===== src/rtl/i2c_sf_pkg.sv =====
package i2c_sf_pkg;
  localparam int unsigned DW = 8;
  localparam int unsigned AW = 7;
  localparam int unsigned B_RXIF = 7;
  localparam int unsigned B_TXIF = 6;
  localparam int unsigned B_MAT  = 5;
  localparam int unsigned B_SRW  = 4;
  localparam int unsigned B_RXAK = 3;
  localparam int unsigned B_CRC  = 2;
  localparam int unsigned B_TXBE = 1;
  localparam int unsigned B_RXBF = 0;

  typedef struct packed {
    logic rxif;
    logic txif;
    logic mat;
    logic srw;
    logic rxak;
    logic crc;
    logic txbe;
    logic rxbf;
  } stat_t;
endpackage


===== src/rtl/i2c_sf_rx.sv =====
module i2c_sf_rx #(
  parameter int unsigned DW = 8
) (
  input  logic          clk_i,
  input  logic          rst_ni,
  input  logic          en_i,
  input  logic          load_i,
  input  logic [DW-1:0] data_i,
  input  logic          rd_i,
  input  logic          clr_i,
  output logic [DW-1:0] data_o,
  output logic          flag_o,
  output logic          full_o
);
  logic accept;
  assign accept = load_i && !full_o;

  always_ff @(posedge clk_i or negedge rst_ni) begin
    if (!rst_ni) begin
      data_o <= '0;
      full_o <= 1'b0;
    end else begin
      if (accept) begin
        data_o <= data_i;
        full_o <= 1'b1;
      end else if (rd_i) begin
        full_o <= 1'b0;
      end
    end
  end

  // enable low overrides; set beats software clear
  always_ff @(posedge clk_i or negedge rst_ni) begin
    if (!rst_ni)       flag_o <= 1'b0;
    else if (!en_i)    flag_o <= 1'b0;
    else if (accept)   flag_o <= 1'b1;
    else if (clr_i)    flag_o <= 1'b0;
  end
endmodule


===== src/rtl/i2c_sf_tx.sv =====
module i2c_sf_tx #(
  parameter int unsigned DW = 8
) (
  input  logic          clk_i,
  input  logic          rst_ni,
  input  logic          en_i,
  input  logic          wr_i,
  input  logic [DW-1:0] wdata_i,
  input  logic          xfer_i,
  input  logic          clr_i,
  output logic [DW-1:0] data_o,
  output logic          flag_o,
  output logic          empty_o
);
  always_ff @(posedge clk_i or negedge rst_ni) begin
    if (!rst_ni) begin
      data_o  <= '0;
      empty_o <= 1'b1;
    end else begin
      if (wr_i) data_o <= wdata_i;
      if (xfer_i)    empty_o <= 1'b1;
      else if (wr_i) empty_o <= 1'b0;
    end
  end

  always_ff @(posedge clk_i or negedge rst_ni) begin
    if (!rst_ni)     flag_o <= 1'b0;
    else if (!en_i)  flag_o <= 1'b0;
    else if (xfer_i) flag_o <= 1'b1;
    else if (clr_i)  flag_o <= 1'b0;
  end
endmodule


===== src/rtl/i2c_sf_addr.sv =====
module i2c_sf_addr #(
  parameter int unsigned AW       = 7,
  parameter int unsigned EXT_BITS = 3
) (
  input  logic          clk_i,
  input  logic          rst_ni,
  input  logic          ext_en_i,
  input  logic [AW-1:0] own_addr_i,
  input  logic          ninth_i,
  input  logic          is_addr_i,
  input  logic          slave_tx_i,
  input  logic [AW:0]   byte_i,
  input  logic          ack_i,
  input  logic          pec_done_i,
  input  logic          pec_ok_i,
  output logic          mat_o,
  output logic          srw_o,
  output logic          rxak_o,
  output logic          crc_o
);
  localparam int unsigned HI = AW - EXT_BITS;

  logic [AW-1:0] call_addr;
  logic          hit_exact, hit_ext, hit;

  assign call_addr = byte_i[AW:1];
  assign hit_exact = (call_addr == own_addr_i);

  generate
    if (HI > 0) begin : g_ext
      assign hit_ext = (call_addr[AW-1:EXT_BITS] == own_addr_i[AW-1:EXT_BITS]);
    end else begin : g_all
      assign hit_ext = 1'b1;
    end
  endgenerate

  assign hit = hit_exact || (ext_en_i && hit_ext);

  always_ff @(posedge clk_i or negedge rst_ni) begin
    if (!rst_ni) begin
      mat_o  <= 1'b0;
      srw_o  <= 1'b0;
      rxak_o <= 1'b1;
    end else if (ninth_i) begin
      rxak_o <= ack_i;
      if (is_addr_i) begin
        mat_o <= hit;
        if (hit) srw_o <= byte_i[0];
      end else if (!slave_tx_i) begin
        mat_o <= 1'b0;
      end
    end
  end

  // intentionally outside reset
  always_ff @(posedge clk_i) begin
    if (pec_done_i) crc_o <= !pec_ok_i;
  end
endmodule


===== src/rtl/i2c_sf_top.sv =====
module i2c_sf_top
  import i2c_sf_pkg::*;
#(
  parameter int unsigned EXT_BITS = 3
) (
  input  logic          clk_i,
  input  logic          rst_ni,
  input  logic          en_i,
  input  logic          irq_en_i,
  input  logic          ext_en_i,
  input  logic [AW-1:0] own_addr_i,
  input  logic          ninth_clk_i,
  input  logic          byte_is_addr_i,
  input  logic          slave_tx_i,
  input  logic [DW-1:0] shift_byte_i,
  input  logic          ack_i,
  input  logic          rx_load_i,
  input  logic [DW-1:0] rx_data_i,
  input  logic          tx_xfer_i,
  input  logic          pec_done_i,
  input  logic          pec_ok_i,
  input  logic          sr_wr_i,
  input  logic          ctrl_wr_i,
  input  logic          dtr_wr_i,
  input  logic          drr_rd_i,
  input  logic [DW-1:0] wdata_i,
  output logic [DW-1:0] status_o,
  output logic [DW-1:0] rx_data_o,
  output logic [DW-1:0] tx_data_o,
  output logic          mrw_o,
  output logic          irq_o
);
  stat_t st;
  logic  clr_rx, clr_tx;

  assign clr_rx = sr_wr_i && !wdata_i[B_RXIF];
  assign clr_tx = sr_wr_i && !wdata_i[B_TXIF];

  i2c_sf_rx #(.DW(DW)) u_rx (
    .clk_i  (clk_i),
    .rst_ni (rst_ni),
    .en_i   (en_i),
    .load_i (rx_load_i),
    .data_i (rx_data_i),
    .rd_i   (drr_rd_i),
    .clr_i  (clr_rx),
    .data_o (rx_data_o),
    .flag_o (st.rxif),
    .full_o (st.rxbf)
  );

  i2c_sf_tx #(.DW(DW)) u_tx (
    .clk_i   (clk_i),
    .rst_ni  (rst_ni),
    .en_i    (en_i),
    .wr_i    (dtr_wr_i),
    .wdata_i (wdata_i),
    .xfer_i  (tx_xfer_i),
    .clr_i   (clr_tx),
    .data_o  (tx_data_o),
    .flag_o  (st.txif),
    .empty_o (st.txbe)
  );

  i2c_sf_addr #(.AW(AW), .EXT_BITS(EXT_BITS)) u_addr (
    .clk_i      (clk_i),
    .rst_ni     (rst_ni),
    .ext_en_i   (ext_en_i),
    .own_addr_i (own_addr_i),
    .ninth_i    (ninth_clk_i),
    .is_addr_i  (byte_is_addr_i),
    .slave_tx_i (slave_tx_i),
    .byte_i     (shift_byte_i),
    .ack_i      (ack_i),
    .pec_done_i (pec_done_i),
    .pec_ok_i   (pec_ok_i),
    .mat_o      (st.mat),
    .srw_o      (st.srw),
    .rxak_o     (st.rxak),
    .crc_o      (st.crc)
  );

  always_ff @(posedge clk_i or negedge rst_ni) begin
    if (!rst_ni)        mrw_o <= 1'b0;
    else if (ctrl_wr_i) mrw_o <= wdata_i[0];
  end

  assign status_o = st;
  assign irq_o    = irq_en_i && (st.rxif || st.txif);
endmodule


===== config.mk =====
export PLATFORM = sky130hd
export DESIGN_NAME = i2c_sf_top
export DESIGN_NICKNAME = d
export VERILOG_FILES = /design/src/rtl/i2c_sf_pkg.sv /design/src/rtl/i2c_sf_rx.sv /design/src/rtl/i2c_sf_tx.sv /design/src/rtl/i2c_sf_addr.sv /design/src/rtl/i2c_sf_top.sv
export SDC_FILE = /design/constraint.sdc
export NUM_CORES = 1
export LEC_CHECK = 0
export CELL_PAD_IN_SITES_DETAIL_PLACEMENT = 0
export CELL_PAD_IN_SITES_GLOBAL_PLACEMENT = 1
export CORE_ASPECT_RATIO = 1.2
export CORE_MARGIN = 2
export CORE_UTILIZATION = 28
export CTS_BUF_LIST = sky130_fd_sc_hd__clkbuf_16
export DETAILED_ROUTE_END_ITERATION = 8
export GPL_ROUTABILITY_DRIVEN = 0
export GPL_TIMING_DRIVEN = 0
export PLACE_DENSITY = 0.88
export SLEW_MARGIN = 5
export SYNTH_ARGS = -nofsm -noshare
export SYNTH_HDL_FRONTEND = slang
export SYNTH_HIERARCHICAL = 1
export SYNTH_SLANG_ARGS = --single-unit

===== constraint.sdc =====
create_clock -name clk_i -period 4 [get_ports clk_i]
set_clock_uncertainty 0.2 [all_clocks]
set_input_delay 0.8 -clock clk_i [delete_from_list [all_inputs] [get_ports clk_i]]
set_output_delay 0.8 -clock clk_i [all_outputs]
set_load 0.01 [all_outputs]

* After elaboration in Yosys (flattened, before gate mapping) *
Index checks and enable logic that the tools add are counted.

word-level totals
  memory bits (writable) = 0
  output and inout port bits = 26
  bits in latches = 0
  memories kept = 0
  logic and storage cells = 43
  flip-flop bits (word level) = 25
  memory bits (read-only) = 0

cells by class
  bitwise gates (word level) = 0
  multiplexer cells = 12
  equality and inequality tests = 5
  order comparisons = 0
  reduce and logical (&&, ||, !) cells = 15
  add/subtract/negate cells = 0
  $mul = 0
  shift operators = 0
  div/mod/pow operators = 0

operators by type and width
  kind                                                   count
  2-to-1 mux 1 bit                                       12
  == test 7 bit                                          1
  inequality test 3 x 1 -> 1 bit, second input constant  2
  logical AND 1 bit                                      5
  == test 4 bit                                          1
  logical NOT 1 bit                                      4
  nonzero test 2 bit                                     2
  AND reduction 3 bit                                    1
  logical OR 1 bit                                       2
  inequality test 2 bit, second input constant           1
  AND reduction 2 bit                                    1

* Depth between registers and ports, before layout *
Gate-level depths: netlist (run 1).

  depth after elaboration = 5
  gate-level depth with buffers = 4
  mapped depth without buffers = 4

* Hierarchy *
Netlist (run 1), hierarchy kept.

by module, submodules not included
  module       times used  cells each  area an instance (um^2)
  i2c_sf_rx    1           24          412.9
  i2c_sf_tx    1           23          407.9
  i2c_sf_addr  1           21          241.5
  i2c_sf_top   1           5           60.1

* Worst setup path before layout (run 1) *
No wires, ideal clock.

  kind = input -> output
  start = input irq_en_i
  end = output irq_o
  stages on the path = 1
  arrival = 0.941 ns
  path slack = 2.059 ns
  path through = o21a_1

between the ends
  cells in the longest elaborated chain, start to end = 1

RTL lines
  element            line              text
  start, declared    i2c_sf_top.sv:9   input logic irq_en_i,
  logical AND 1 bit  i2c_sf_top.sv:89  assign irq_o = irq_en_i && (st.rxif || st.txif);
  end, declared      i2c_sf_top.sv:31  output logic irq_o

No other way between the ends.

* Worst setup path after layout (run 1) *
Ends and elaborated chain as after synthesis.

==> results of run 1 <==
## layout make-up
type	instances	area share [%]
multi-input cells	43	22.89
clock buffers	3	3.774
well taps	54	3.396
repair buffers	72	36.23
clock inverters	1	0.1887
inverters	3	0.5660
plain buffers	2	1.132
flip-flops and latches	25	31.82
## metal layers
metal	vias to the layer above	track usage (%)	routed length (um)
li1	402	-	-
met1	390	12.79	909
met2	56	21.64	1330
met3	0	4.930	337
met4	0	2.128	0
met5	-	0	0
## cell usage after synthesis
cell,count
sky130_fd_sc_hd__a31oi_1,1
sky130_fd_sc_hd__nor3_2,1
sky130_fd_sc_hd__o21ai_0,1
sky130_fd_sc_hd__dfstp_2,2
sky130_fd_sc_hd__edfxtp_1,1
sky130_fd_sc_hd__nand3_1,2
sky130_fd_sc_hd__o21a_1,3
sky130_fd_sc_hd__mux2_2,1
sky130_fd_sc_hd__dfrtp_1,22
sky130_fd_sc_hd__mux2_4,18
sky130_fd_sc_hd__nor2b_1,4
sky130_fd_sc_hd__nor2b_2,1
sky130_fd_sc_hd__a21o_2,1
sky130_fd_sc_hd__buf_6,2
sky130_fd_sc_hd__xnor2_1,7
sky130_fd_sc_hd__inv_1,3
sky130_fd_sc_hd__a21oi_1,1
sky130_fd_sc_hd__nor2_1,1
sky130_fd_sc_hd__a21o_1,1
## registers in the layout, summed over array words and instances, names as in the netlist
name           cells
u_tx/data_o        8
u_addr/crc_o       1
u_addr/mat_o       1
u_tx/flag_o        1
u_rx/full_o        1
u_rx/flag_o        1
u_addr/rxak_o      1
u_addr/srw_o       1
mrw_o              1
u_tx/empty_o       1
u_rx/data_o        8
## metrics by stage
stage                     total power, uW  cells
after detailed placement            558.0    199
after CTS                           778.0    203
after global placement              552.5    199
after floorplan                     413.2     73
final                               765.3    203
after global routing                805.1    203
## where the power goes
part / leakage, uW / internal [uW] / switching [uW]
Sequential: 0.000294 / 294 / 22.2
Clock: 0.0000423 / 133 / 81.8
Combinational: 0.000509 / 163 / 70.5
Total: 0.000845 / 591 / 174
## worst register-to-register path, stage by stage (launching register included)
cell                      delay, ns
sky130_fd_sc_hd__dfrtp_1       0.41
sky130_fd_sc_hd__nor2b_2       0.13
sky130_fd_sc_hd__buf_6         0.18
sky130_fd_sc_hd__mux2_4        0.32
## cells by family (layout without fill, tap and decap cells)
logic type      after synthesis  in the layout  synth area share, %
flops                        25             25                56.41
mux                          19             19                25.08
simple gates                  9              9                5.128
compound gates                8              8                4.905
xor+xnor                      7              7                5.463
buf+inv                       5             81                3.010
## how the worst min path moves through the flow
| stage | end | slack, ns |
|---|---|---|
| finish | u_addr/mat_o | 0.29 |
| global route | u_addr/mat_o | 0.31 |
| CTS | u_addr/mat_o | 0.29 |
| detailed placement | u_addr/mat_o | 0.28 |
| global placement | u_addr/mat_o | 0.27 |
| floorplan | mrw_o | 0.30 |
==> results.md, run 1 <==
* Filler cells at 372
* Kind of cell with the highest combined delay on the critical path: buffers and inverters
* IO Count at 74
* Nets at 198
* Final setup violating endpoints at 0
* Crit end category: primary output
* Transition time of the tightest slew-check pin at 1.063 ns
* IR Drop Worst-Case VDD at 0.0001991 V
* Maximum fanout count along the critical path at 1
* Power density normalized to cell area at 384.7 nW/um^2
* H-tree level count at 1
* Worst Slack Setup Final at 1.114 ns
* Clk sinks at 25
* Overall die height at 73.36 um
* Clock-pin slew of the registers on the worst-case setup and hold paths at 0.06 ns
* Synthesized instance count at 73
* Core utilization of the finished layout at 51.29%
* Mapped Area at 1122 sq um
* Setup repair bufs after CTS at 0
* Synth warnings at 6
* Layout cell share with drive strength beyond 1 at 19.46%
* Cell types occupying the most area after synthesis: sky130_fd_sc_hd__dfrtp_1 (49%), sky130_fd_sc_hd__mux2_4 (24%), sky130_fd_sc_hd__xnor2_1 (5.5%)
* Number of buffers inserted during clock tree synthesis at 3
* Area post-placement at 1911 sq um
* Area occupied by multi-input gates at 455.4 sq um
* Leftover overflow at the end of global routing at 0
* Logic depth of the worst register-to-register path at 3
* Depth of the critical timing path with buffers and inverters included at 3
* Antenna viol nets, final at 0
* Worst setup path end: irq_o
* Cell repeated most along the worst path: sky130_fd_sc_hd__clkdlybuf4s50_1
* Worst hold-check slack at 0.2877 ns
* Fraction of synthesized cell area taken by the top area cell type at 49.05%
* Synth Register Bits at 25
* Top cell type by total area after synthesis: sky130_fd_sc_hd__dfrtp_1
* Largest buffer count on any clock path at 2
* Total DRC errors in the routed layout at 0
* Area taken by flip-flops and latches at 633.1 sq um
* Clock tree from TritonCTS: yes
* Hold path depth at 1
* Type of the worst setup path: input port to primary output
* Antenna violations before repair at 0
* Sum of net half-perimeters after detailed placement at 2.137 mm
* Antenna fix cells at 0
* Overall Global Routing Usage at 11.94%
* Worst path buffer plus inverter count at 2
* Site row count at 25
* Starting density of the core at 28.94%
* Status: completed
* Clk_lat worst skew at 0.25 ns
* Crit path arrival time at 1.89 ns
* Largest stage delay on the critical path at 0.53 ns
* CP Launch Type: input port
* Floorplan die area at 4533 sq um
* Reported max-cap violation count at 0
* Portion of the clock cycle consumed by the worst path in the final layout at 72.15%
* Total wirelength of the detailed-routed design at 2.577 mm
* Beginning of the worst register-to-register path: u_rx/full_o
* Critical Path, Cell by Cell: clkdlybuf4s50_1 -> o21a_1 -> clkdlybuf4s50_1
* Finished Cell Area at 1989 sq um
* DRT iter0 DRCs at 41
* Leakage at 0.0008449 uW
* Crit. Startpoint: irq_en_i
* # hold bufs at CTS at 0
* Wire length of the first global-routing pass at 4.098 mm
* Slowest cell on crit path: sky130_fd_sc_hd__clkdlybuf4s50_1
* Most frequent standard cell in the layout excluding fill and tap cells: sky130_fd_sc_hd__clkdlybuf4s50_1
* Per-cell routed wire length at 12.69 um
* Horizontal extent of the die at 61.80 um
* Pre-CTS setup slack at 1.105 ns
* Portion of the post-synthesis area used by sequential elements at 56.41%
* Post-Syn Nets at 121
* Mapped Avg Cell Area at 15.37 sq um
* Core Region at 3879 sq um
* Vias per std cell at 4.177
* Root buffer selected by CTS: sky130_fd_sc_hd__clkbuf_16
* Count of unique library cells instantiated by Yosys at 19
* Minimum clock period after layout at 2.886 ns
* Reg-to-Reg End: u_rx/data_o[3]
* Fin. max-slew vios at 0
* Maximum achievable frequency at 346.5 MHz
* Final-layout setup total negative slack at 0 ns
* Via count of the first global-routing pass at 978
* Flop-to-flop setup slack at 2.66 ns
* Hold violation total from the final report at 0
* P&R area growth vs syn at 77.26%
* Via count at 848
* CP Data Required Time at 3.00 ns
* Cells resized by post-CTS repair at 0
* Pin count of the biggest net entering global routing at 25
* Detailed-routing iteration count for the pre-antenna-repair pass at 2
* Worst Hold Class: register to register
* Worst slew margin relative to its limit at 28.91%
* Number of port buffers at 72
* RSZ-0062 raised after global routing: no
* Startpoint of the lowest-slack hold path: u_addr/mat_o
* Top library cells by usage in the layout, fill and taps aside: sky130_fd_sc_hd__clkdlybuf4s50_1 (72), sky130_fd_sc_hd__dfrtp_1 (22), sky130_fd_sc_hd__mux2_4 (18)
Note: power is estimated with default switching activity, not from simulation.
==> inputs of run 2 (changes only) <==
--- a/config.mk
+++ b/config.mk
@@ -9,12 +9,12 @@
 export CELL_PAD_IN_SITES_GLOBAL_PLACEMENT = 1
 export CORE_ASPECT_RATIO = 1.2
 export CORE_MARGIN = 2
-export CORE_UTILIZATION = 28
+export CORE_UTILIZATION = 24
 export CTS_BUF_LIST = sky130_fd_sc_hd__clkbuf_16
 export DETAILED_ROUTE_END_ITERATION = 8
 export GPL_ROUTABILITY_DRIVEN = 0
 export GPL_TIMING_DRIVEN = 0
-export PLACE_DENSITY = 0.88
+export PLACE_DENSITY = 0.8
 export SLEW_MARGIN = 5
 export SYNTH_ARGS = -nofsm -noshare
 export SYNTH_HDL_FRONTEND = slang
==> constraint.sdc (replaced) <==
create_clock -name clk_i -period 2.58 [get_ports clk_i]
set_clock_uncertainty 0.2 [all_clocks]
set_input_delay 0.516 -clock clk_i [delete_from_list [all_inputs] [get_ports clk_i]]
set_output_delay 0.516 -clock clk_i [all_outputs]
set_load 0.01 [all_outputs]
==> run 2 against run 1 <==
Critical path depth unchanged. Highest routed layer is now met4. Sequential share of layout area decreased by 0.080 points. Sequential cell count is the same. Via count increased by 3.5%. Non-clock buffer count stayed put. Total power is 55% higher. Worst setup slack worse by 0.86 ns. Sequential power up 56%. Register-to-register slack got worse by 1.4 ns. Clock power increased by 56%.
==> results.md, run 2 (synthesis gave the netlist of run 1 again) <==
* Status: completed
* DRT iter0 DRCs at 47 (+15%)
* Type of the worst setup path: input port to primary output
* Layout cell share with drive strength beyond 1 at 19.46% (unchanged)
* Sw Pwr at 272.1 uW (+56%)
* Clock tree from TritonCTS: yes
* Area taken by flip-flops and latches at 633.1 sq um (unchanged)
* Worst slew margin relative to its limit at 27.79% (-1.1 points)
* Via count of the first global-routing pass at 1019 (+4.2%)
* Number of buffers inserted during clock tree synthesis at 3 (unchanged)
* Portion of the clock cycle consumed by the worst path in the final layout at 90.01%
* Clk_lat worst skew at 0.25 ns (about the same)
* Per-cell routed wire length at 13.01 um (+2.5%)
* Crit end category: primary output
* Antenna viol nets, final at 0 (unchanged)
* Total wirelength of the detailed-routed design at 2.693 mm (+4.5%)
* Sequential group share of total power at 41.4% (about the same)
* Site row count at 27 (+8.0%)
* Cells resized by post-CTS repair at 0 (unchanged)
* Leakage at 0.0008449 uW (unchanged)
* Largest buffer count on any clock path at 2 (unchanged)
* Leftover overflow at the end of global routing at 0 (unchanged)
* Slowest cell on crit path: sky130_fd_sc_hd__clkdlybuf4s50_1
* Starting density of the core at 24.61% (-4.3 points)
* Clock-pin slew of the registers on the worst-case setup and hold paths at 0.06 ns (about the same)
* Fin. max-slew vios at 0 (unchanged)
* Clk sinks at 25 (unchanged)
* Largest stage delay on the critical path at 0.53 ns (about the same)
* P&R area growth vs syn at 77.70%
* Sum of net half-perimeters after detailed placement at 2.208 mm (+3.3%)
* RSZ-0062 raised after global routing: no
* Largest registers in the final layout: u_rx/data_o: 8 flops, u_tx/data_o: 8 flops
* Overall Global Routing Usage at 10.93% (-1.0 points)
* Number of port buffers at 72 (unchanged)
* # hold bufs at CTS at 0 (unchanged)
* Hold violation total from the final report at 0 (unchanged)
* IO Count at 74 (unchanged)
* Floorplan die area at 5242 sq um (+16%)
* Vias per std cell at 4.242 (+1.5%)
* CP Data Required Time at 1.86 ns (-1.14 ns)
* Total DRC errors in the routed layout at 0 (unchanged)
* Reported max-cap violation count at 0 (unchanged)
* Transition time of the tightest slew-check pin at 1.080 ns (+0.01683 ns)
* Wire length of the first global-routing pass at 4.388 mm (+7.1%)
* Internal power at 916.1 uW (+55%)
* CP Launch Type: input port
* Overall die height at 78.91 um (+7.6%)
* Filler cells at 441 (+19%)
* Horizontal extent of the die at 66.43 um (+7.5%)
* Crit path arrival time at 1.61 ns (-0.28 ns)
* Nets at 198 (unchanged)
* Maximum fanout count along the critical path at 1 (unchanged)
* Core Region at 4561 sq um (+18%)
* Power density normalized to cell area at 595.7 nW/um^2 (+55%)
* Setup repair bufs after CTS at 0 (unchanged)
* Clock network fraction of design power at 28.2% (about the same)
* Antenna violations before repair at 0 (unchanged)
* Critical Path, Cell by Cell: clkdlybuf4s50_1 -> o21a_1 -> clkdlybuf4s50_1
* Via count at 878 (+3.5%)
* Antenna fix cells at 0 (unchanged)
* IR Drop Worst-Case VDD at 0.0002261 V (+14%)
* Area occupied by multi-input gates at 455.4 sq um (unchanged)
* Minimum clock period after layout at 2.322 ns
* Top library cells by usage in the layout, fill and taps aside: sky130_fd_sc_hd__clkdlybuf4s50_1 (72), sky130_fd_sc_hd__dfrtp_1 (22), sky130_fd_sc_hd__mux2_4 (18)
* Worst Hold Class: register to register
* Detailed-routing iteration count for the pre-antenna-repair pass at 2 (unchanged)
* Final setup violating endpoints at 0 (unchanged)
* Share of power burned in combinational logic at 30.4% (about the same)
* Pin count of the biggest net entering global routing at 25 (unchanged)
* Final-layout setup total negative slack at 0 ns (unchanged)
* Most frequent standard cell in the layout excluding fill and tap cells: sky130_fd_sc_hd__clkdlybuf4s50_1
* Maximum achievable frequency at 430.6 MHz
* Core utilization of the finished layout at 43.73% (-7.6 points)
* Switching power share of the total at 22.90% (+0.10 points)
* H-tree level count at 1 (unchanged)
* Root buffer selected by CTS: sky130_fd_sc_hd__clkbuf_16
* Cell repeated most along the worst path: sky130_fd_sc_hd__clkdlybuf4s50_1
[run 2: metal layers]
metal / routed length [um] / vias to the layer above / track usage [%]
met5: 0 / - / 0
met4: 23 / 0 / 3.673
met3: 266 / 4 / 4.108
met2: 1392 / 55 / 18.60
met1: 1011 / 418 / 12.42
li1: - / 401 / -
[run 2: stage by stage]
stage               cell area [sq um]  setup slack, ns  total power, uW  std cells  hold WS, ns
finish                           1994           0.2577             1188        207       0.2890
global route                     1994           0.2054             1252        207       0.3238
CTS                              1994           0.2544             1215        207       0.2926
detailed placement               1916           0.2573            864.9        203       0.2806
global placement                 1916           0.2563            855.8        203       0.2693
floorplan                        1122           0.9833            640.6         73      0.02041
[run 2: worst paths after layout]
check	startpoint	to	slack [ns]	depth (start not counted)
hold reg to reg	u_addr/mat_o	u_addr/mat_o	0.29	1
max in group asynchronous	rst_ni	u_tx/data_o[3]	0.88	1
setup reg to reg	u_rx/full_o	u_rx/data_o[2]	1.23	3
hold / removal	u_addr/mat_o	u_addr/mat_o	0.29	1
min in group asynchronous	rst_ni	u_rx/data_o[5]	0.65	1
setup / recovery	irq_en_i	irq_o	0.26	3
[run 2: worst max-delay path: cells and delay by family]
| family | cells | cell delay (ns) |
|---|---|---|
| AO/OA/AOI/OAI | 1 | 0.11 |
| buffers and inverters | 2 | 0.98 |
[run 2: power by group through the flow]
stage                     registers [uW]  clock network, uW  logic, uW
after floorplan                      523                  0        117
after global placement               495                  0        361
final                                492                335        362
after detailed placement             499                  0        366
after CTS                            493                354        368
after global routing                 500                364        388
[run 2: cell type report]
cell class,instances,area share (%)
plain buffers,2,1.129
clock buffers,3,3.764
clock inverters,1,0.1882
inverters,3,0.5646
multi-input cells,43,22.84
flip-flops and latches,25,31.74
well taps,58,3.639
repair buffers,72,36.14
==> inputs of run 3 (changes only) <==
--- a/config.mk
+++ b/config.mk
@@ -7,7 +7,7 @@
 export LEC_CHECK = 0
 export CELL_PAD_IN_SITES_DETAIL_PLACEMENT = 0
 export CELL_PAD_IN_SITES_GLOBAL_PLACEMENT = 1
-export CORE_ASPECT_RATIO = 1.2
+export CORE_ASPECT_RATIO = 0.9
 export CORE_MARGIN = 2
 export CORE_UTILIZATION = 24
 export CTS_BUF_LIST = sky130_fd_sc_hd__clkbuf_16
==> run 3 against run 2 <==
Worst setup slack gained 0.0028 ns. Die area about the same. Register-to-register slack improved by 0.02 ns. Fmax is 0.12% higher. Critical path depth is the same. Sequential power about the same. Total power is 0.73% higher. Cell area grew 0.44%. Sequential share of layout area fell by 0.14 points. Worst hold slack about the same. Global-route usage shrank 0.53 points.
==> results.md, run 3 (synthesis gave the netlist of run 1 again) <==
* Setup repair bufs after CTS at 0 (unchanged)
* Met3 Track Usage GR at 4.557% (+0.45 points)
* Horizontal extent of the die at 76.08 um (+15%)
* Floorplan die area at 5240 sq um (about the same)
* Via count at 860 (-2.1%)
* Finished Cell Area at 2003 sq um (+0.44%)
* Worst path buffer plus inverter count at 2 (unchanged)
* IR Drop Worst-Case VDD at 0.0004195 V (+85%)
* Number of buffers inserted during clock tree synthesis at 3 (unchanged)
* Detailed-routing iteration count for the pre-antenna-repair pass at 2 (unchanged)
* Crit path arrival time at 1.60 ns (about the same)
* Nets at 198 (unchanged)
* Pin count of the biggest net entering global routing at 25 (unchanged)
* Antenna fix cells at 0 (unchanged)
* Cells resized by post-CTS repair at 0 (unchanged)
* Site row count at 23 (-15%)
* Fin. max-slew vios at 0 (unchanged)
* Leakage at 0.0008397 uW (-0.61%)
* H-tree level count at 1 (unchanged)
* Non-Filler Instances at 211 (+1.9%)
* Reg-to-Reg End: u_rx/data_o[0]
* Worst Hold Class: register to register
* # hold bufs at CTS at 0 (unchanged)
* Power density normalized to cell area at 597.5 nW/um^2 (+0.29%)
* Status: completed
* Starting density of the core at 25.00% (+0.39 points)
* CP Launch Type: input port
* Final-layout setup total negative slack at 0 ns (unchanged)
* Kind of cell with the highest combined delay on the critical path: buffers and inverters
* Number of port buffers at 72 (unchanged)
* Most frequent standard cell in the layout excluding fill and tap cells: sky130_fd_sc_hd__clkdlybuf4s50_1
* Clock tree from TritonCTS: yes
* Startpoint of the lowest-slack hold path: u_addr/mat_o
* Hold path depth at 1 (unchanged)
* RSZ-0062 raised after global routing: no
* Clk_lat worst skew at 0.25 ns (about the same)
* Via count of the first global-routing pass at 939 (-7.9%)
* Logic depth of the worst register-to-register path at 3 (unchanged)
* Critical Path, Cell by Cell: clkdlybuf4s50_1 -> o21a_1 -> clkdlybuf4s50_1
* Reported max-cap violation count at 0 (unchanged)
* CP Data Required Time at 1.86 ns (about the same)
* Total wirelength of the detailed-routed design at 2.559 mm (-5.0%)
* Overall die height at 68.88 um (-13%)
* Root buffer selected by CTS: sky130_fd_sc_hd__clkbuf_16
* Depth of the critical timing path with buffers and inverters included at 3 (unchanged)
* Antenna violations before repair at 0 (unchanged)
* Portion of the clock cycle consumed by the worst path in the final layout at 89.90% (-0.11 points)
* P&R area growth vs syn at 78.48%
* Maximum fanout count along the critical path at 1 (unchanged)
* Leftover overflow at the end of global routing at 0 (unchanged)
* Clk sinks at 25 (unchanged)
* Largest stage delay on the critical path at 0.53 ns (about the same)
* Largest registers in the final layout: u_rx/data_o: 8 flops, u_tx/data_o: 8 flops
* IO Count at 74 (unchanged)
* Flop-to-flop setup slack at 1.25 ns (+0.02 ns)
* Overall Global Routing Usage at 10.40% (-0.53 points)
* Sum of net half-perimeters after detailed placement at 2.068 mm (-6.4%)
* Core Region at 4489 sq um (-1.6%)
* Final setup violating endpoints at 0 (unchanged)
* Post-placement cell count at 207 (+2.0%)
* Slowest cell on crit path: sky130_fd_sc_hd__clkdlybuf4s50_1
* Top library cells by usage in the layout, fill and taps aside: sky130_fd_sc_hd__clkdlybuf4s50_1 (72), sky130_fd_sc_hd__dfrtp_1 (22), sky130_fd_sc_hd__mux2_4 (18)
* Met2 demand-to-capacity share in global routing at 18.30% (-0.30 points)
* Total chip power at 1197 uW (+0.73%)
* Largest buffer count on any clock path at 2 (unchanged)
* DRT iter0 DRCs at 14 (-70%)
* Cell repeated most along the worst path: sky130_fd_sc_hd__clkdlybuf4s50_1
* Crit end category: primary output
* Area post-placement at 1921 sq um (+0.26%)
* Met1 global-route usage at 12.60% (+0.18 points)
* Filler cells at 441 (unchanged)
* Antenna viol nets, final at 0 (unchanged)
* Worst slew margin relative to its limit at 28.80% (+1.0 points)
* Maximum achievable frequency at 431.1 MHz (+0.12%)
* Clock-pin slew of the registers on the worst-case setup and hold paths at 0.06 ns (about the same)
* Transition time of the tightest slew-check pin at 1.065 ns (-0.01515 ns)
* Hold violation total from the final report at 0 (unchanged)
* Minimum clock period after layout at 2.319 ns (-0.002831 ns)
* Most heavily used metal layer in global routing: met2
* Layout cell share with drive strength beyond 1 at 20.13% (+0.67 points)
* Per-cell routed wire length at 12.13 um (-6.8%)
* Crit. Startpoint: irq_en_i
* Beginning of the worst register-to-register path: u_rx/full_o
* Type of the worst setup path: input port to primary output
* Total DRC errors in the routed layout at 0 (unchanged)
* Vias per std cell at 4.076 (-3.9%)
* Wire length of the first global-routing pass at 4.319 mm (-1.6%)
* Worst setup path end: irq_o
-- run 3: changes by cell type in the layout (fill, tap and decap cells not counted), sizes merged --
cell and delta:
inv -1, clkinvlp +1
-- run 3: final cells by class --
class | instances | area [sq um] | area share (%)
buffer | 2 | 22.52 | 1.124
clock buffer | 3 | 75.07 | 3.748
clock inverter | 1 | 7.507 | 0.3748
inverter | 3 | 11.26 | 0.5621
multi-input combinational | 43 | 455.4 | 22.74
sequential | 25 | 633.1 | 31.61
tap | 62 | 77.57 | 3.873
timing repair buffer | 72 | 720.7 | 35.98
-- run 3: metal layers --
layer,up-vias,wire length [um]
li1,399,-
met1,411,1068
met2,50,1239
met3,0,250
met4,0,0
met5,-,0
-- run 3: how the worst min path moves through the flow --
stage | end | slack, ns
finish | u_addr/mat_o | 0.29
global route | u_addr/mat_o | 0.31
CTS | u_addr/mat_o | 0.29
detailed placement | u_addr/mat_o | 0.28
global placement | u_addr/mat_o | 0.28
floorplan | mrw_o | 0.02
-- run 3: where the power goes --
| group | switching, uW | total [uW] | internal, uW |
|---|---|---|---|
| combinational | 108 | 361 | 253 |
| sequential | 35.3 | 491 | 456 |
| clock | 134 | 345 | 210 |
-- run 3: metrics by stage --
step                      util (%)  hold slack (ns)  setup WS [ns]
after detailed placement     42.78           0.2809         0.2553
after global routing         44.62           0.3105         0.2226
final                        44.62           0.2886         0.2605
after floorplan                  -          0.02041         0.9833
after CTS                    44.62           0.2935         0.2523
after global placement       42.78           0.2808         0.2521
